### config.mk
export PLATFORM = sky130hd
export DESIGN_NAME = exc_entry_unit
export DESIGN_NICKNAME = d
export VERILOG_FILES = /design/src/rtl/exc_entry_pkg.sv /design/src/rtl/exc_vector_sel.sv /design/src/rtl/exc_csr_file.sv /design/src/rtl/exc_pc_redirect.sv /design/src/rtl/exc_entry_unit.sv
export SDC_FILE = /design/constraint.sdc
export NUM_CORES = 1
export LEC_CHECK = 0
export ABC_AREA = 1
export BUFFER_PORTS_ARGS = -buffer_cell sky130_fd_sc_hd__clkbuf_2
export CAP_MARGIN = 20
export CELL_PAD_IN_SITES_DETAIL_PLACEMENT = 1
export CELL_PAD_IN_SITES_GLOBAL_PLACEMENT = 1
export CORE_MARGIN = 1
export CORE_UTILIZATION = 39
export DETAILED_ROUTE_END_ITERATION = 12
export PLACE_DENSITY_LB_ADDON = 0.1
export SETUP_SLACK_MARGIN = 0.1
export SLEW_MARGIN = 20
export SYNTH_ARGS = -nofsm -noshare
export SYNTH_HDL_FRONTEND = slang
export SYNTH_HIERARCHICAL = 1
export SYNTH_SLANG_ARGS = --single-unit
export TNS_END_PERCENT = 20
### constraint.sdc
create_clock -name clk_i -period 1.9 [get_ports clk_i]
set_input_delay 0.285 -clock clk_i [delete_from_list [all_inputs] [get_ports clk_i]]
set_output_delay 0.285 -clock clk_i [all_outputs]
set_load 0.05 [all_outputs]
### src/rtl/exc_entry_pkg.sv
package exc_entry_pkg;
  typedef enum logic [3:0] {
    K_INT = 4'd0, K_TLB_MOD = 4'd1, K_REFILL_LD = 4'd2, K_REFILL_ST = 4'd3,
    K_INV_LD = 4'd4, K_INV_ST = 4'd5, K_ADDR_LD = 4'd6, K_ADDR_ST = 4'd7,
    K_SYSCALL = 4'd8, K_BREAK = 4'd9, K_RESV = 4'd10, K_COP = 4'd11,
    K_OVF = 4'd12, K_TRAP = 4'd13
  } exc_kind_e;

  typedef enum logic [2:0] {
    S_STATUS = 3'd0, S_CAUSE = 3'd1, S_EPC = 3'd2, S_BADVA = 3'd3,
    S_ENTRYHI = 3'd4, S_CONTEXT = 3'd5, S_SHADOW = 3'd6, S_BASE = 3'd7
  } csr_sel_e;

  localparam int ST_EXL = 1;
  localparam int ST_BEV = 22;
  localparam int ST_CU1 = 29;
  localparam int CA_CODE_LO = 2;
  localparam int CA_IV = 23;
  localparam int CA_CE_LO = 28;
  localparam int CA_BD = 31;
  localparam int SS_W = 4;
  localparam int SS_CUR_LO = 0;
  localparam int SS_PREV_LO = 6;
  localparam int SS_EXC_LO = 12;
  localparam int VPN_LO = 13;
  localparam int ASID_W = 8;
  localparam int CTX_LO = 4;
  localparam int BASE_ALIGN = 12;

  function automatic logic [4:0] kind_code(exc_kind_e k);
    case (k)
      K_INT:                 return 5'h00;
      K_TLB_MOD:             return 5'h01;
      K_REFILL_LD, K_INV_LD: return 5'h02;
      K_REFILL_ST, K_INV_ST: return 5'h03;
      K_ADDR_LD:             return 5'h04;
      K_ADDR_ST:             return 5'h05;
      K_SYSCALL:             return 5'h08;
      K_BREAK:               return 5'h09;
      K_COP:                 return 5'h0B;
      K_OVF:                 return 5'h0C;
      K_TRAP:                return 5'h0D;
      default:               return 5'h0A;
    endcase
  endfunction

  function automatic logic is_tlb(exc_kind_e k);
    return k inside {K_TLB_MOD, K_REFILL_LD, K_REFILL_ST, K_INV_LD, K_INV_ST};
  endfunction

  function automatic logic keeps_addr(exc_kind_e k);
    return is_tlb(k) || k == K_ADDR_LD || k == K_ADDR_ST;
  endfunction
endpackage

### src/rtl/exc_vector_sel.sv
module exc_vector_sel
  import exc_entry_pkg::*;
#(
  parameter int XLEN = 32,
  parameter logic [XLEN-1:0] BEV_OV_VEC = 32'hBFC0_0200,
  parameter int OFF_GEN = 'h180,
  parameter int OFF_INT = 'h200
) (
  input  exc_kind_e       kind_i,
  input  logic            exl_i,
  input  logic            bev_i,
  input  logic            iv_i,
  input  logic [XLEN-1:0] base_i,
  output logic [XLEN-1:0] handler_o
);
  localparam logic [XLEN-1:0] GEN_OFS = XLEN'(OFF_GEN);
  localparam logic [XLEN-1:0] INT_OFS = XLEN'(OFF_INT);

  logic [XLEN-1:0] gen_vec;
  assign gen_vec = base_i + GEN_OFS;

  always_comb begin
    case (kind_i)
      K_INT:                    handler_o = iv_i ? base_i + INT_OFS : gen_vec;
      K_REFILL_LD, K_REFILL_ST: handler_o = exl_i ? gen_vec : base_i;
      K_OVF:                    handler_o = bev_i ? BEV_OV_VEC : gen_vec;
      default:                  handler_o = gen_vec;
    endcase
  end
endmodule

### src/rtl/exc_csr_file.sv
module exc_csr_file
  import exc_entry_pkg::*;
#(
  parameter int XLEN = 32,
  parameter logic [XLEN-1:0] BASE_RST = 32'h8000_0000
) (
  input  logic            clk_i,
  input  logic            rst_ni,
  input  logic            take_i,
  input  logic            srst_i,
  input  exc_kind_e       kind_i,
  input  logic [XLEN-1:0] pc_i,
  input  logic [XLEN-1:0] npc_i,
  input  logic [XLEN-1:0] bad_addr_i,
  input  logic [ASID_W-1:0] asid_i,
  input  logic [1:0]      cop_id_i,
  input  logic            we_i,
  input  csr_sel_e        sel_i,
  input  logic [XLEN-1:0] wdata_i,
  output logic [XLEN-1:0] rdata_o,
  output logic [XLEN-1:0] status_o,
  output logic [XLEN-1:0] cause_o,
  output logic [XLEN-1:0] base_o
);
  localparam int VPN_W = XLEN - VPN_LO;
  localparam logic [XLEN-1:0] WORD = XLEN'(4);
  localparam logic [XLEN-1:0] ST_RST = (XLEN'(1) << ST_CU1) | (XLEN'(1) << ST_BEV);

  logic [XLEN-1:0] status_q, cause_q, epc_q, badva_q, entryhi_q, context_q, shadow_q, base_q;
  logic [XLEN-1:0] cause_nxt, epc_nxt, shadow_nxt, entryhi_nxt, context_nxt;
  logic            in_slot;

  always_comb begin
    in_slot = npc_i != pc_i + WORD;
    epc_nxt = in_slot ? pc_i - WORD : pc_i;

    cause_nxt = cause_q;
    cause_nxt[CA_CODE_LO +: 5] = kind_code(kind_i);
    cause_nxt[CA_BD] = in_slot;
    cause_nxt[CA_CE_LO +: 2] = (kind_i == K_COP) ? cop_id_i : 2'b00;

    shadow_nxt = shadow_q;
    if (!status_q[ST_EXL] && !status_q[ST_BEV]) begin
      shadow_nxt[SS_PREV_LO +: SS_W] = shadow_q[SS_CUR_LO +: SS_W];
      shadow_nxt[SS_CUR_LO +: SS_W]  = shadow_q[SS_EXC_LO +: SS_W];
    end

    entryhi_nxt = entryhi_q;
    entryhi_nxt[XLEN-1:VPN_LO] = bad_addr_i[XLEN-1:VPN_LO];
    entryhi_nxt[ASID_W-1:0] = asid_i;

    context_nxt = context_q;
    context_nxt[CTX_LO +: VPN_W] = bad_addr_i[XLEN-1:VPN_LO];
  end

  always_ff @(posedge clk_i or negedge rst_ni) begin
    if (!rst_ni) begin
      status_q  <= ST_RST;
      cause_q   <= '0;
      epc_q     <= '0;
      badva_q   <= '0;
      entryhi_q <= '0;
      context_q <= '0;
      shadow_q  <= '0;
      base_q    <= BASE_RST;
    end else if (srst_i) begin
      status_q <= status_q | ST_RST;
    end else if (take_i) begin
      status_q[ST_EXL] <= 1'b1;
      cause_q  <= cause_nxt;
      epc_q    <= epc_nxt;
      shadow_q <= shadow_nxt;
      if (keeps_addr(kind_i)) badva_q <= bad_addr_i;
      if (is_tlb(kind_i)) begin
        entryhi_q <= entryhi_nxt;
        context_q <= context_nxt;
      end
    end else if (we_i) begin
      case (sel_i)
        S_STATUS:  status_q  <= wdata_i;
        S_CAUSE:   cause_q   <= wdata_i;
        S_EPC:     epc_q     <= wdata_i;
        S_BADVA:   badva_q   <= wdata_i;
        S_ENTRYHI: entryhi_q <= wdata_i;
        S_CONTEXT: context_q <= wdata_i;
        S_SHADOW:  shadow_q  <= wdata_i;
        default:   base_q    <= {wdata_i[XLEN-1:BASE_ALIGN], BASE_ALIGN'(0)};
      endcase
    end
  end

  always_comb begin
    case (sel_i)
      S_STATUS:  rdata_o = status_q;
      S_CAUSE:   rdata_o = cause_q;
      S_EPC:     rdata_o = epc_q;
      S_BADVA:   rdata_o = badva_q;
      S_ENTRYHI: rdata_o = entryhi_q;
      S_CONTEXT: rdata_o = context_q;
      S_SHADOW:  rdata_o = shadow_q;
      default:   rdata_o = base_q;
    endcase
  end

  assign status_o = status_q;
  assign cause_o  = cause_q;
  assign base_o   = base_q;
endmodule

### src/rtl/exc_pc_redirect.sv
module exc_pc_redirect #(
  parameter int XLEN = 32,
  parameter logic [XLEN-1:0] RESET_VEC = 32'hBFC0_0000
) (
  input  logic            clk_i,
  input  logic            rst_ni,
  input  logic            take_i,
  input  logic            srst_i,
  input  logic [XLEN-1:0] handler_i,
  output logic            redirect_o,
  output logic [XLEN-1:0] pc_o,
  output logic [XLEN-1:0] npc_o,
  output logic [XLEN-1:0] nnpc_o
);
  localparam logic [XLEN-1:0] WORD = XLEN'(4);

  logic [XLEN-1:0] target;
  assign target = srst_i ? RESET_VEC : handler_i;

  always_ff @(posedge clk_i or negedge rst_ni) begin
    if (!rst_ni) begin
      redirect_o <= 1'b0;
      pc_o       <= RESET_VEC;
      npc_o      <= RESET_VEC + WORD;
      nnpc_o     <= RESET_VEC + 2 * WORD;
    end else begin
      redirect_o <= srst_i || take_i;
      if (srst_i || take_i) begin
        pc_o   <= target;
        npc_o  <= target + WORD;
        nnpc_o <= target + 2 * WORD;
      end
    end
  end
endmodule

### src/rtl/exc_entry_unit.sv
module exc_entry_unit
  import exc_entry_pkg::*;
#(
  parameter int XLEN = 32,
  parameter logic [XLEN-1:0] RESET_VEC  = 32'hBFC0_0000,
  parameter logic [XLEN-1:0] BEV_OV_VEC = 32'hBFC0_0200,
  parameter logic [XLEN-1:0] BASE_RST   = 32'h8000_0000
) (
  input  logic            clk_i,
  input  logic            rst_ni,
  input  logic            exc_valid_i,
  input  logic [3:0]      exc_kind_i,
  input  logic [XLEN-1:0] pc_i,
  input  logic [XLEN-1:0] npc_i,
  input  logic [XLEN-1:0] bad_addr_i,
  input  logic [7:0]      asid_i,
  input  logic [1:0]      cop_id_i,
  input  logic            soft_rst_i,
  input  logic            csr_we_i,
  input  logic [2:0]      csr_sel_i,
  input  logic [XLEN-1:0] csr_wdata_i,
  output logic [XLEN-1:0] csr_rdata_o,
  output logic            redirect_o,
  output logic [XLEN-1:0] fetch_pc_o,
  output logic [XLEN-1:0] fetch_npc_o,
  output logic [XLEN-1:0] fetch_nnpc_o
);
  exc_kind_e       kind;
  logic            take;
  logic [XLEN-1:0] status_q, cause_q, base_q, handler;

  assign kind = exc_kind_e'(exc_kind_i);
  assign take = exc_valid_i && !soft_rst_i;

  exc_csr_file #(.XLEN(XLEN), .BASE_RST(BASE_RST)) u_csr (
    .clk_i      (clk_i),
    .rst_ni     (rst_ni),
    .take_i     (take),
    .srst_i     (soft_rst_i),
    .kind_i     (kind),
    .pc_i       (pc_i),
    .npc_i      (npc_i),
    .bad_addr_i (bad_addr_i),
    .asid_i     (asid_i),
    .cop_id_i   (cop_id_i),
    .we_i       (csr_we_i),
    .sel_i      (csr_sel_e'(csr_sel_i)),
    .wdata_i    (csr_wdata_i),
    .rdata_o    (csr_rdata_o),
    .status_o   (status_q),
    .cause_o    (cause_q),
    .base_o     (base_q)
  );

  // Uses register state from before the entry edge (prior EXL for refills).
  exc_vector_sel #(.XLEN(XLEN), .BEV_OV_VEC(BEV_OV_VEC)) u_vec (
    .kind_i    (kind),
    .exl_i     (status_q[ST_EXL]),
    .bev_i     (status_q[ST_BEV]),
    .iv_i      (cause_q[CA_IV]),
    .base_i    (base_q),
    .handler_o (handler)
  );

  exc_pc_redirect #(.XLEN(XLEN), .RESET_VEC(RESET_VEC)) u_pc (
    .clk_i      (clk_i),
    .rst_ni     (rst_ni),
    .take_i     (take),
    .srst_i     (soft_rst_i),
    .handler_i  (handler),
    .redirect_o (redirect_o),
    .pc_o       (fetch_pc_o),
    .npc_o      (fetch_npc_o),
    .nnpc_o     (fetch_nnpc_o)
  );
endmodule

== After elaboration in Yosys (flattened, before gate mapping) ==
Memory sizes are Yosys's and may differ from the RTL's.
Index checks and enable logic that the tools add are counted.

* Bits in registers: 341
* Memory bits (read-only): 64
* Output and inout port bits: 129
* Input bits: 150
* Memories: 1
* Word-level logic and storage cells: 122

* Add/sub/neg operators: 6
* Reduce and logical (&&, ||, !) cells: 37
* Equal/unequal tests: 20
* Multiplexer cells: 37
* Bitwise operators: 3

{| class="wikitable"
|+ Memory list
! memory !! words !! bits a word !! read ports !! clocked after memory_dff !! write ports !! line !! RTL
|-
| (no name shown) || 16 || 4 || 1 || 0 || 0 || exc_entry_pkg.sv:31 || <nowiki>case (k)</nowiki>
|}

{| class="wikitable"
|+ Operators with widths
! kind !! number
|-
| two-way mux 32 bit || 22
|-
| case mux 32 bit (7 select lines) || 1
|-
| case mux 32 bit (3 select lines) || 1
|-
| two-way mux 30 bit || 3
|-
| adder 32 x 3 -> 32 bit, second input constant || 2
|-
| AND reduction 4 bit || 10
|-
| adder 32 x 10 -> 32 bit, second input constant || 1
|-
| adder 32 x 4 -> 32 bit, second input constant || 1
|-
| adder 32 x 9 -> 32 bit, second input constant || 1
|-
| != test 32 bit || 1
|-
| subtractor 32 x 3 -> 32 bit, second input constant || 1
|-
| two-way mux 10 bit || 3
|-
| two-way mux 28 bit || 1
|-
| two-way mux 23 bit || 1
|-
| nonzero test 2 bit || 10
|-
| == test 4 x 3 -> 1 bit, second input constant || 4
|-
| AND reduction 3 bit || 4
|-
| == test 3 bit, second input constant || 3
|-
| == test 4 x 2 -> 1 bit, second input constant || 2
|-
| == test 4 bit, second input constant || 2
|-
| two-way mux 4 bit || 2
|-
| != test 2 bit, second input constant || 4
|-
| OR reduction 7 bit || 1
|-
| == test 3 x 2 -> 1 bit, second input constant || 2
|-
| 12 further kinds || 20
|}

== Depth between registers and ports, before layout ==
Gate-level depths: netlist of the first run.

* Depth in word-level cells: 6
* Gate-level depth with buffers: 22
* Mapped depth without buffers: 22

== Hierarchy ==
Netlist of the first run, hierarchy kept.

{| class="wikitable"
|+ Modules (own cells, without submodules)
! module !! cells an instance !! times used !! area an instance (um^2)
|-
| exc_csr_file || 2014 || 1 || 14495.2
|-
| exc_pc_redirect || 694 || 1 || 5059.9
|-
| exc_vector_sel || 389 || 1 || 1879.3
|-
| exc_entry_unit || 2 || 1 || 10.0
|}

== Worst setup path after synthesis of the first run ==
No wires, ideal clock.

* Path kind: input to register
* From: in pc_i[2]
* To: reg u_csr.epc_q[21]
* Data arrival time: 2.122 ns
* Slack: -0.295 ns
* Data required time: 1.827 ns
* Cell stages on the path: 17
* Buffers on the path: 2
* Cell sequence: ha_1 > nand2_2 > nor2_2 > nand2_2 > nor2_4 > nand3_1 > nand3_1 > nand2_1 > nor2_1 > nand3_2 > nor2_8 > nand3_2 > buf_6 > buf_6 > nand2_1 > nand3_1 > a21oi_2

* Cells in the longest elaborated chain, start to end: 4
* Elaborated cells on any way between the ends: 5

{| class="wikitable"
|+ RTL lines
! what !! line !! RTL
|-
| from (decl) || exc_entry_unit.sv:13 || <nowiki>input logic [XLEN-1:0] pc_i,</nowiki>
|-
| adder 32 x 3 -> 32 bit || exc_csr_file.sv:34 || <nowiki>in_slot = npc_i != pc_i + WORD;</nowiki>
|-
| != test 32 bit || exc_csr_file.sv:34 ||
|-
| two-way mux 32 bit * || exc_csr_file.sv:35 || <nowiki>epc_nxt = in_slot ? pc_i - WORD : pc_i;</nowiki>
|-
| two-way mux 32 bit * || exc_csr_file.sv:68 || <nowiki>end else if (take_i) begin</nowiki>
|-
| to (signal assigned) || exc_csr_file.sv:71 || <nowiki>epc_q <= epc_nxt;</nowiki>
|-
| to (signal assigned) || exc_csr_file.sv:82 || <nowiki>S_EPC: epc_q <= wdata_i;</nowiki>
|-
| to (decl) || exc_csr_file.sv:29 || <nowiki>logic [XLEN-1:0] status_q, cause_q, epc_q, badva_q, entryhi_q, context_q, shadow_q, base_q;</nowiki>
|}

Every way passes the cells marked *; elsewhere a longest branch is shown, timed or not.
A chain may end at the register's enable or synchronous reset.

== Worst setup path after layout of the first run ==
* From: reg u_csr.shadow_q[12]
* To: out csr_rdata_o[12]

* Cells in the longest elaborated chain, start to end: 1

{| class="wikitable"
|+ RTL lines
! what !! line !! RTL
|-
| from (decl) || exc_csr_file.sv:29 ||
|-
| from (signal assigned) || exc_csr_file.sv:72 || <nowiki>shadow_q <= shadow_nxt;</nowiki>
|-
| from (signal assigned) || exc_csr_file.sv:86 || <nowiki>S_SHADOW: shadow_q <= wdata_i;</nowiki>
|-
| case mux 32 bit (7 select lines) || exc_csr_file.sv:93 || <nowiki>case (sel_i)</nowiki>
|-
| to (decl) || exc_entry_unit.sv:22 || <nowiki>output logic [XLEN-1:0] csr_rdata_o,</nowiki>
|}

No other way between the ends.

==> results of run 1 <==
layer usage:
layer	vias to the layer above	routed length, um
li1	11590	-
met2	1321	57320
met5	-	12
met1	13080	42170
met3	533	7438
met4	2	10670
cells in the mapped netlist, drive strengths merged (3+ instances only):
master and instances:
a21oi 128, a221oi 45, a22o 10, a22oi 7
a31oi 9, buf 76, clkbuf 72, clkinv 5
dfrtp 304, dfstp 32, ha 7, inv 367
nand2 856, nand3 270, nand3b 8, nand4 35
nor2 414, nor3 24, nor4 4, o211ai 4
o21a 3, o21ai 280, o21bai 12, o22ai 34
o31ai 3, or2 3, xnor2 22, xor2 50
registers in the layout (all words and copies together), names as in the netlist:
signal,cells
u_csr/context_q,32
u_csr/status_o,32
u_pc/nnpc_o,29
u_csr/epc_q,32
u_pc/redirect_o,1
u_csr/base_o,20
u_csr/entryhi_q,32
u_pc/pc_o,30
u_pc/npc_o,32
u_csr/badva_q,32
u_csr/cause_o,32
u_csr/shadow_q,32
final timing paths:
check                                   start                  end
min in group asynchronous              rst_ni      u_csr/epc_q[31]
max                        u_csr/shadow_q[12]      csr_rdata_o[12]
max reg2reg                u_csr/shadow_q[12]    u_csr/shadow_q[0]
max in group asynchronous              rst_ni       u_csr/epc_q[5]
min reg2reg                      u_pc/pc_o[8]         u_pc/pc_o[8]
min                            bad_addr_i[28]  u_csr/context_q[19]
power by group through the flow:
stage | Combinational, uW | Sequential [uW] | Clock (uW)
global placement | 7820 | 9510 | 0
floorplan | 3570 | 9950 | 0
CTS | 8910 | 9590 | 8160
global route | 10400 | 9850 | 8480
detailed placement | 8060 | 9600 | 0
finish | 9930 | 9770 | 8170
logic make-up after synthesis:
logic type	after synthesis	share of synthesized area [%]
buffers and inverters	520	10.02
AO/OA/AOI/OAI	546	14.53
flip-flops	336	39.40
XOR/XNOR	72	2.941
multiplexers	1	0.04668
other	1	0.01749
adder cells (fa/ha/maj)	7	0.4084
AND/OR/NAND/NOR	1616	32.64
final cells by class:
cell class                      count  share of cell area [%]
Multi-Input combinational cell   2254                   39.81
Sequential cell                   336                   26.15
Timing Repair Buffer              886                   22.62
Inverter                          372                   4.482
Clock buffer                       58                   3.712
Tap cell                          696                   2.694
Clock inverter                     15                  0.5109
Antenna cell                        4                 0.03096
worst register-to-register path, cell delays in order, from the launching register on:
cell     delay [ns]
dfrtp_1        0.51
inv_2          0.13
buf_6          0.15
buf_6          0.11
buf_6          0.11
buf_6          0.11
buf_6          0.10
buf_6          0.10
buf_6          0.11
buf_6          0.11
buf_6          0.11
buf_6          0.11
buf_6          0.11
o22ai_4        0.17
nand2_1        0.09
o21ai_1        0.10
stage by stage:
step / hold WS [ns] / cell area, um2 / TNS [ns] / power, uW
floorplan: -0.01059 / 21680 / -7.533 / 13520
global placement: 0.2269 / 27750 / -76.89 / 17330
detailed placement: 0.2274 / 27750 / -99.95 / 17660
CTS: 0.0005153 / 30730 / -7.511 / 26660
global route: 0.02553 / 32320 / -19.62 / 28730
finish: 0.01595 / 32330 / -13.74 / 27870
repair_timing:
item,4_1_cts,5_1_grt
cloned,1,5
buffers inserted,51,45
pin swaps,71,109
gates resized for setup,286,314
setup endpoints to repair,138,141
endpoints found under the hold margin,142,1
hold buffers,20,1
==> out/metrics.yaml, run 1 <==
outcome: "finished, violations left"
violations: "negative setup slack"
synth_warnings: 6
via_per_inst: 5.739
synth_area_mm2: 0.02144
fin_cells: 4621
power.switching_uw: 10770
grt-ovfl-total: 0
crit_path_max_incr_delay_ns: 0.48
wl_um: 117600
port_buffers: 278
crit_type: "flip-flop to output pin"
grtUsageMet1_pct: 42.77
crit_path_max_fanout: 2
fillers: 6639
async_flop_share_pct: 100.0
antenna_found_initial: 5
die-area_mm2: 0.05593
ant_nets: 0
grtUsageMet2_pct: 68.14
final_core_util_pct: 59.83
cap_violations: 0
synthTopCellsByArea: "dfrtp_1 35%, nand2_1 15%, o21ai_0 6.3%"
use_met3_pct: 4.966
syn_to_final_growth_pct: 50.74
r2r_cells: 15
cp.arrival_ns: 2.17
htree_num_levels: 2
yosysTopAreaCellShare_pct: 35.47
hpwl_um: 80350
seqCellArea_mm2: 0.008452
cts_tree: "yes"
setup_ws_ns: -0.5549
crit_required_ns: 1.62
core_area_mm2: 0.05403
rsz0062_at_grt: "yes"
p_int_uw: 17090
firstDrtPassIters: 5
final_layout_size_suffix_gt1_share_pct: 37.90
place_inst: 4423
first_global_vias: 27700
path_buf_inv: 4
clkPwrFrac_pct: 29.3
vias: 26520
ys_seq_elements: 336
worst_slew_pin_slew_ns: 0.8540
sw_frac_of_total_pct: 38.66
setup_viol: 87
max-slew-margin-rel_pct: 42.47
die_x_um: 236.5
syn_avg_cell_area_um2: 6.920
final_hold_viol_count: 0
synth-edff-count: 0
fin_crit_ns: 2.455
hold_path_class: "input pin to flip-flop"
max_freq_ghz: 0.4074
mostFrequentLayoutCells: "758 x nand2_1, 484 x buf_4, 302 x nor2_1, 301 x dfrtp_1, 271 x inv_1"
cts-root-buf: "clkbuf_16"
dp_slack_ns: -0.8543
cts_made_buffers: 40
cp_slowest_cell: "dfrtp_1"
grt_use_total_pct: 38.76
start_kind: "flip-flop"
ys.flop_type: "dfrtp_1"
cts_sinks: 336
syn_inst: 3099
drcViolationCount: 0
grt_start_max_net_pins: 61
peakVddDrop_mv: 0.9169
post_drt_wl_per_cell_um: 25.45
start_util_pct: 39.69
io_pins: 279
combinationalPowerShare_pct: 35.6
path_delay_family: "buffers and inverters"
p_seq_share_pct: 35.1
cp.depth: 7
p_per_area_mw_per_mm2: 862.0
rows: 85
yosysSeqAreaShare_pct: 39.40
hold_depth: 3
period_share_pct: 129.2
fin_nets: 4047
yosysTopAreaCell: "dfrtp_1"
globalRoute.busiestLayer: "met2"
place.gp.congestion: 0.9669
crit_chain: "inv_2 > o22ai_2 > a221oi_2 > buf_4 > nand3_2 > buf_6 > buf_12"
clock_skew_ns: 0.02370
slew_violations: 0
cts.path.max_buffers: 3
worst-r2r-setup-slack_ns: -0.39
final_common_cell: "nand2_1"
total_leakage_power_uw: 0.01567
grt_pass1_wl_um: 164900
path_clk_slew_ns: 0.06
drt_iter0_markers: 1938
clk_latency_ns: 0.61
ys_types: 56
multi_input_area_mm2: 0.01287
die_height_um: 236.5
end_kind: "output pin"
Note: power is estimated with default switching activity, not from simulation.
==> inputs of run 2 (changes only) <==
--- a/config.mk
+++ b/config.mk
@@ -14,6 +14,7 @@
 export CORE_UTILIZATION = 39
 export DETAILED_ROUTE_END_ITERATION = 12
 export PLACE_DENSITY_LB_ADDON = 0.1
+export RECOVER_POWER = 100
 export SETUP_SLACK_MARGIN = 0.1
 export SLEW_MARGIN = 20
 export SYNTH_ARGS = -nofsm -noshare
==> constraint.sdc (replaced) <==
create_clock -name clk_i -period 2.2 [get_ports clk_i]
set_input_delay 0.33 -clock clk_i [delete_from_list [all_inputs] [get_ports clk_i]]
set_output_delay 0.33 -clock clk_i [all_outputs]
set_load 0.05 [all_outputs]
==> run 2 against run 1 <==
The run ends with max-capacitance violations, max-slew violations, negative setup slack left. Critical path depth decreased by 1. Core utilization fell by 4.9 points. Sequential power decreased by 14%. First-iteration DRC count fell by 21%. Cell count is 3.2% lower. Clock power decreased by 19%. Die area did not move. Setup slack better by 0.54 ns. Power decreased by 20%. Critical path type unchanged. Critical endpoint is now csr_rdata_o[9]. Largest cell class unchanged. Largest power group is now sequential cells. Highest routed layer unchanged.
==> out/metrics.yaml, run 2 (synthesis results as in run 1) <==
cp.arrival_ns: 1.88
port_buffers: 278
outcome: "finished, violations left"
ant_nets: 0
first_global_vias: 26480
period_share_pct: 100.5
cts_sinks: 336
fin_nets: 3904
drcViolationCount: 0
place.gp.congestion: 0.9587
die_x_um: 236.5
rsz0062_at_grt: "yes"
firstDrtPassIters: 5
hpwl_um: 78780
core_area_mm2: 0.05403
post_drt_wl_per_cell_um: 23.01
cts-root-buf: "clkbuf_16"
crit_type: "flip-flop to output pin"
grt_start_max_net_pins: 64
max-slew-margin-rel_pct: -12.59
crit_path_max_incr_delay_ns: 0.38
path_buf_inv: 2
cp_slowest_cell: "dfrtp_1"
antenna_found_initial: 4
io_pins: 279
vias: 24740
end_kind: "output pin"
start_util_pct: 39.69
final_common_cell: "nand2_1"
violations: "max-capacitance violations, max-slew violations, negative setup slack"
max_freq_ghz: 0.4525
die-area_mm2: 0.05593
dp_slack_ns: -0.6177
die_height_um: 236.5
cap_violations: 1
slew_violations: 50
rr_startpoint: "u_csr/cause_o[23]"
start_kind: "flip-flop"
grt-ovfl-total: 0
crit_required_ns: 1.87
worst_slew_pin_slew_ns: 1.689
mostFrequentLayoutCells: "794 x nand2_1, 375 x buf_4, 329 x nor2_1, 316 x inv_1, 302 x dfrtp_1"
peakVddDrop_mv: 0.6449
clock_skew_ns: 0.02561
via_per_inst: 5.528
final_layout_size_suffix_gt1_share_pct: 28.45
drt_iter0_markers: 1524
clk_latency_ns: 0.58
final_core_util_pct: 54.98
cts_tree: "yes"
crit_chain: "nand2_1 > o21ai_2 > a221oi_2 > buf_4 > nand4_1 > buf_12"
fin_crit_ns: 2.210
grt_pass1_wl_um: 155200
rows: 85
setup_ws_ns: -0.01013
cts_made_buffers: 39
path_clk_slew_ns: 0.06
htree_num_levels: 2
cts.path.max_buffers: 3
path_delay_family: "flip-flops"
syn_to_final_growth_pct: 38.51
setup_viol: 2
final_hold_viol_count: 0
crit_start: "u_csr/context_q[9]"
wl_um: 103000
min_from: "asid_i[1]"
total_leakage_power_uw: 0.01420
crit_path_max_fanout: 2
grt_use_total_pct: 36.20
hold_path_class: "input pin to flip-flop"
p_per_area_mw_per_mm2: 754.4
-- run 2: what timing repair did --
action / CTS / global route
pin swaps: 29 / 76
hold endpoints to repair: 40 / 0
setup endpoints to repair: 68 / 96
cloned: 0 / 3
resized for setup: 177 / 163
hold buffers: 5 / 0
setup buffers: 24 / 10
-- run 2: path summary, 6_finish.rpt --
kind                                       to  slack, ns  depth (start not counted)
max                            csr_rdata_o[9]      -0.01                          6
min                        u_csr/entryhi_q[1]       0.02                          3
max reg2reg                   u_pc/nnpc_o[28]       0.03                         17
min reg2reg                      u_pc/pc_o[5]       0.48                          2
max in group asynchronous   u_csr/cause_o[16]       0.22                          3
min in group asynchronous       u_pc/pc_o[12]       0.76                          2
-- run 2: routing by layer --
layer / vias to the layer above / track usage, % / share of wire (%) / wire, um
met5: - / 0 / 0.045 / 46
met4: 8 / 23.63 / 7.0 / 7188
li1: 11300 / - / - / -
met1: 12250 / 41.85 / 39 / 40160
met2: 871 / 63.32 / 49 / 50890
met3: 307 / 4.220 / 4.6 / 4702
-- run 2: area by class of cell --
| cell class | instances | area (um2) |
|---|---|---|
| antenna | 1 | 2.502 |
| clock buffer | 54 | 1124 |
| clock inverter | 18 | 162.7 |
| fill | 6927 | 24320 |
| inverter | 372 | 1416 |
| multi-input combinational | 2254 | 12160 |
| sequential | 336 | 8451 |
| tap | 696 | 870.8 |
| timing repair buffer | 744 | 5513 |
-- run 2: where the power goes --
part / switching [uW] / internal [uW]
Combinational: 4680 / 2680
Clock: 2820 / 3830
Sequential: 980 / 7420
Total: 8480 / 13900
-- run 2: worst register-to-register path, stage by stage (launching register included) --
cell and delay, ns:
dfrtp_1 0.43, clkbuf_1 0.20, nand2_8 0.13, nand2_4 0.07, inv_1 0.15, nor2_1 0.06
nand2_1 0.08, nand3_1 0.23, nand2_1 0.15, inv_1 0.06, inv_1 0.05, nand2_1 0.07
nor2_2 0.12, inv_1 0.06, o21ai_0 0.07, inv_1 0.05, nand2_1 0.06, nand2_1 0.05
-- run 2: through the flow --
step	hold slack (ns)	power [uW]	cell area, um2	setup TNS, ns	cells
floorplan	0.03441	11670	21670	-0.006942	3110
global placement	0.3095	14820	27220	-33.01	4362
detailed placement	0.3176	15080	27220	-41.63	4362
CTS	0.004309	22250	29470	-0.06048	4462
global route	0.03227	23250	29700	-2.084	4474
finish	0.01648	22410	29700	-0.01385	4475
==> inputs of run 3 (changes only) <==
--- a/config.mk
+++ b/config.mk
@@ -5,13 +5,12 @@
 export SDC_FILE = /design/constraint.sdc
 export NUM_CORES = 1
 export LEC_CHECK = 0
-export ABC_AREA = 1
 export BUFFER_PORTS_ARGS = -buffer_cell sky130_fd_sc_hd__clkbuf_2
 export CAP_MARGIN = 20
 export CELL_PAD_IN_SITES_DETAIL_PLACEMENT = 1
 export CELL_PAD_IN_SITES_GLOBAL_PLACEMENT = 1
 export CORE_MARGIN = 1
-export CORE_UTILIZATION = 39
+export CORE_UTILIZATION = 40
 export DETAILED_ROUTE_END_ITERATION = 12
 export PLACE_DENSITY_LB_ADDON = 0.1
 export RECOVER_POWER = 100
==> run 3 against run 2 <==
The flow still finishes with violations (max-capacitance violations, max-slew violations, negative setup slack). Clock skew is 0.0059 ns lower. Sequential share of layout area is 2.2 points higher. Power fell by 1.5%. Cell count fell by 23%. Clock power rose by 1%.
==> out/metrics.yaml, run 3 <==
fillers: 5784
fin_crit_ns: 2.524
wl_um: 87550
synth_warnings: 6
crit_path_max_fanout: 5
cts.path.max_buffers: 3
core_area_mm2: 0.05007
cts_sinks: 336
syn_to_final_growth_pct: 36.11
antenna_found_initial: 5
grt_pass1_wl_um: 131700
rows: 82
fin_tns_setup_ns: -15.31
ys.flop_type: "dfrtp_1"
start_util_pct: 40.54
yosysTopAreaCell: "dfrtp_1"
firstDrtPassIters: 5
drt_iter0_markers: 1411
final_hold_viol_count: 0
drcViolationCount: 0
cp.arrival_ns: 3.02
place_inst: 3331
synthTopCellsByArea: "dfrtp_1 37%, mux2_2 7.3%, a21oi_1 5.7%"
total_leakage_power_uw: 0.01189
wl_met1_um: 35720
synth_area_mm2: 0.02030
worst_slew_pin_slew_ns: 1.793
cts-root-buf: "clkbuf_16"
via_per_inst: 5.866
place.gp.congestion: 0.9366
final_layout_size_suffix_gt1_share_pct: 35.74
hpwl_um: 66400
max_freq_ghz: 0.3962
synth-edff-count: 0
port_buffers: 278
stdcell_area_mm2: 0.02763
final_core_util_pct: 55.18
die_height_um: 227.3
violations: "max-capacitance violations, max-slew violations, negative setup slack"
rsz0062_at_grt: "yes"
syn_inst: 2201
yosysMostFrequentCell: "dfrtp_1"
start_kind: "flip-flop"
ys_seq_elements: 336
cap_violations: 1
worst-r2r-setup-slack_ns: -0.32
wl_met2_um: 42980
final_common_cell: "buf_4"
first_global_vias: 21350
cts_made_buffers: 40
vias: 20200
synth_common_cells: "304 x dfrtp_1, 245 x nor2_1, 230 x a21oi_1"
fin_cells: 3443
yosysTopAreaCellShare_pct: 37.48
async_flop_share_pct: 100.0
yosysSeqAreaShare_pct: 41.62
grt_start_max_net_pins: 74
syn_avg_cell_area_um2: 9.223
ant_nets: 0
crit_type: "flip-flop to flip-flop"
grt_use_total_pct: 33.86
setup_viol: 131
p_per_area_mw_per_mm2: 799.0
clock_skew_ns: 0.01970
period_share_pct: 114.7
end_kind: "flip-flop"
hold_path_class: "input pin to flip-flop"
crit_required_ns: 2.70
slew_violations: 64
die-area_mm2: 0.05165
setup_ws_ns: -0.3243
die_x_um: 227.3
ys_types: 100
placed_area_mm2: 0.02528
grt-ovfl-total: 0
htree_num_levels: 2
max-slew-margin-rel_pct: -19.54
io_pins: 279
path_clk_slew_ns: 0.06
wl_met3_um: 4465
peakVddDrop_mv: 0.5952
post_drt_wl_per_cell_um: 25.43
topRoutingLayerUsed: "met5"
clk_latency_ns: 0.57
mostFrequentLayoutCells: "304 x buf_4, 298 x dfrtp_1, 233 x nor2_1, 212 x a21oi_1"
cts_tree: "yes"
fin_nets: 2896
outcome: "finished, violations left"
-- run 3: final timing paths --
kind                                    from           endpoint  cells after the start
setup reg to reg           u_csr/status_o[1]     u_pc/npc_o[29]                      8
hold reg to reg                u_pc/pc_o[22]      u_pc/pc_o[22]                      2
max in group asynchronous             rst_ni  u_csr/badva_q[20]                      3
min in group asynchronous             rst_ni       u_pc/pc_o[4]                      2
hold / removal                csr_wdata_i[7]  u_csr/status_o[7]                      2
setup / recovery           u_csr/status_o[1]     u_pc/npc_o[29]                      8
-- run 3: what timing repair did --
action / 4_1_cts / 5_1_grt
gates resized for setup: 187 / 93
cloned: 1 / 0
hold buffers: 1 / 0
buffers inserted: 26 / 11
pin swaps: 68 / 36
endpoints found under the hold margin: 31 / 0
setup endpoints to repair: 107 / 109
-- run 3: per-stage QoR --
stage | total power (uW) | setup WS, ns | hold WS [ns]
floorplan | 11850 | -0.5420 | 0.03441
global placement | 14630 | -0.9112 | 0.3619
detailed placement | 14870 | -1.022 | 0.3671
CTS | 22030 | -0.2456 | 0.02484
global route | 22960 | -0.4121 | 0.06399
finish | 22080 | -0.3243 | 0.04193
-- run 3: logic make-up after synthesis --
| kind of cell | after synthesis | synth area share (%) |
|---|---|---|
| AO/OA/AOI/OAI | 562 | 17.52 |
| XOR/XNOR | 89 | 3.840 |
| adder cells (fa/ha/maj) | 7 | 0.4314 |
| buffers and inverters | 221 | 4.912 |
| flip-flops | 336 | 41.62 |
| multiplexers | 221 | 11.90 |
| other | 1 | 0.01847 |
| AND/OR/NAND/NOR | 764 | 19.76 |
-- run 3: final cells by class --
type	instances	area [um2]	share of cell area (%)
tap	672	840.8	3.043
clock buffer	58	1149	4.157
sequential	336	8456	30.60
clock inverter	15	170.2	0.6159
inverter	35	131.4	0.4755
timing repair buffer	671	5067	18.34
multi-input combinational	1655	11810	42.75
antenna	1	2.502	0.009057
-- run 3: critical path: stages (launching register included) --
cell and delay [ns]:
dfrtp_1 0.39, or4b_1 0.69, nand3_1 0.18, o21ai_1 0.09, o21ai_2 0.12, inv_1 0.10
or4_4 0.55, o21ai_2 0.14, o2111a_1 0.20
-- run 3: layer usage --
| metal | GRT usage (%) | up-vias |
|---|---|---|
| met3 | 4.801 | 197 |
| met5 | 0 | - |
| met1 | 41.83 | 10310 |
| met2 | 58.15 | 630 |
| met4 | 15.91 | 8 |
| li1 | - | 9053 |
-- run 3: report_power, final --
| part | switching, uW | leakage, uW | internal (uW) | total [uW] |
|---|---|---|---|---|
| clock | 2740 | 0.000648 | 3990 | 6730 |
| sequential | 1020 | 0.00404 | 7440 | 8460 |
| combinational | 3970 | 0.00721 | 2920 | 6890 |
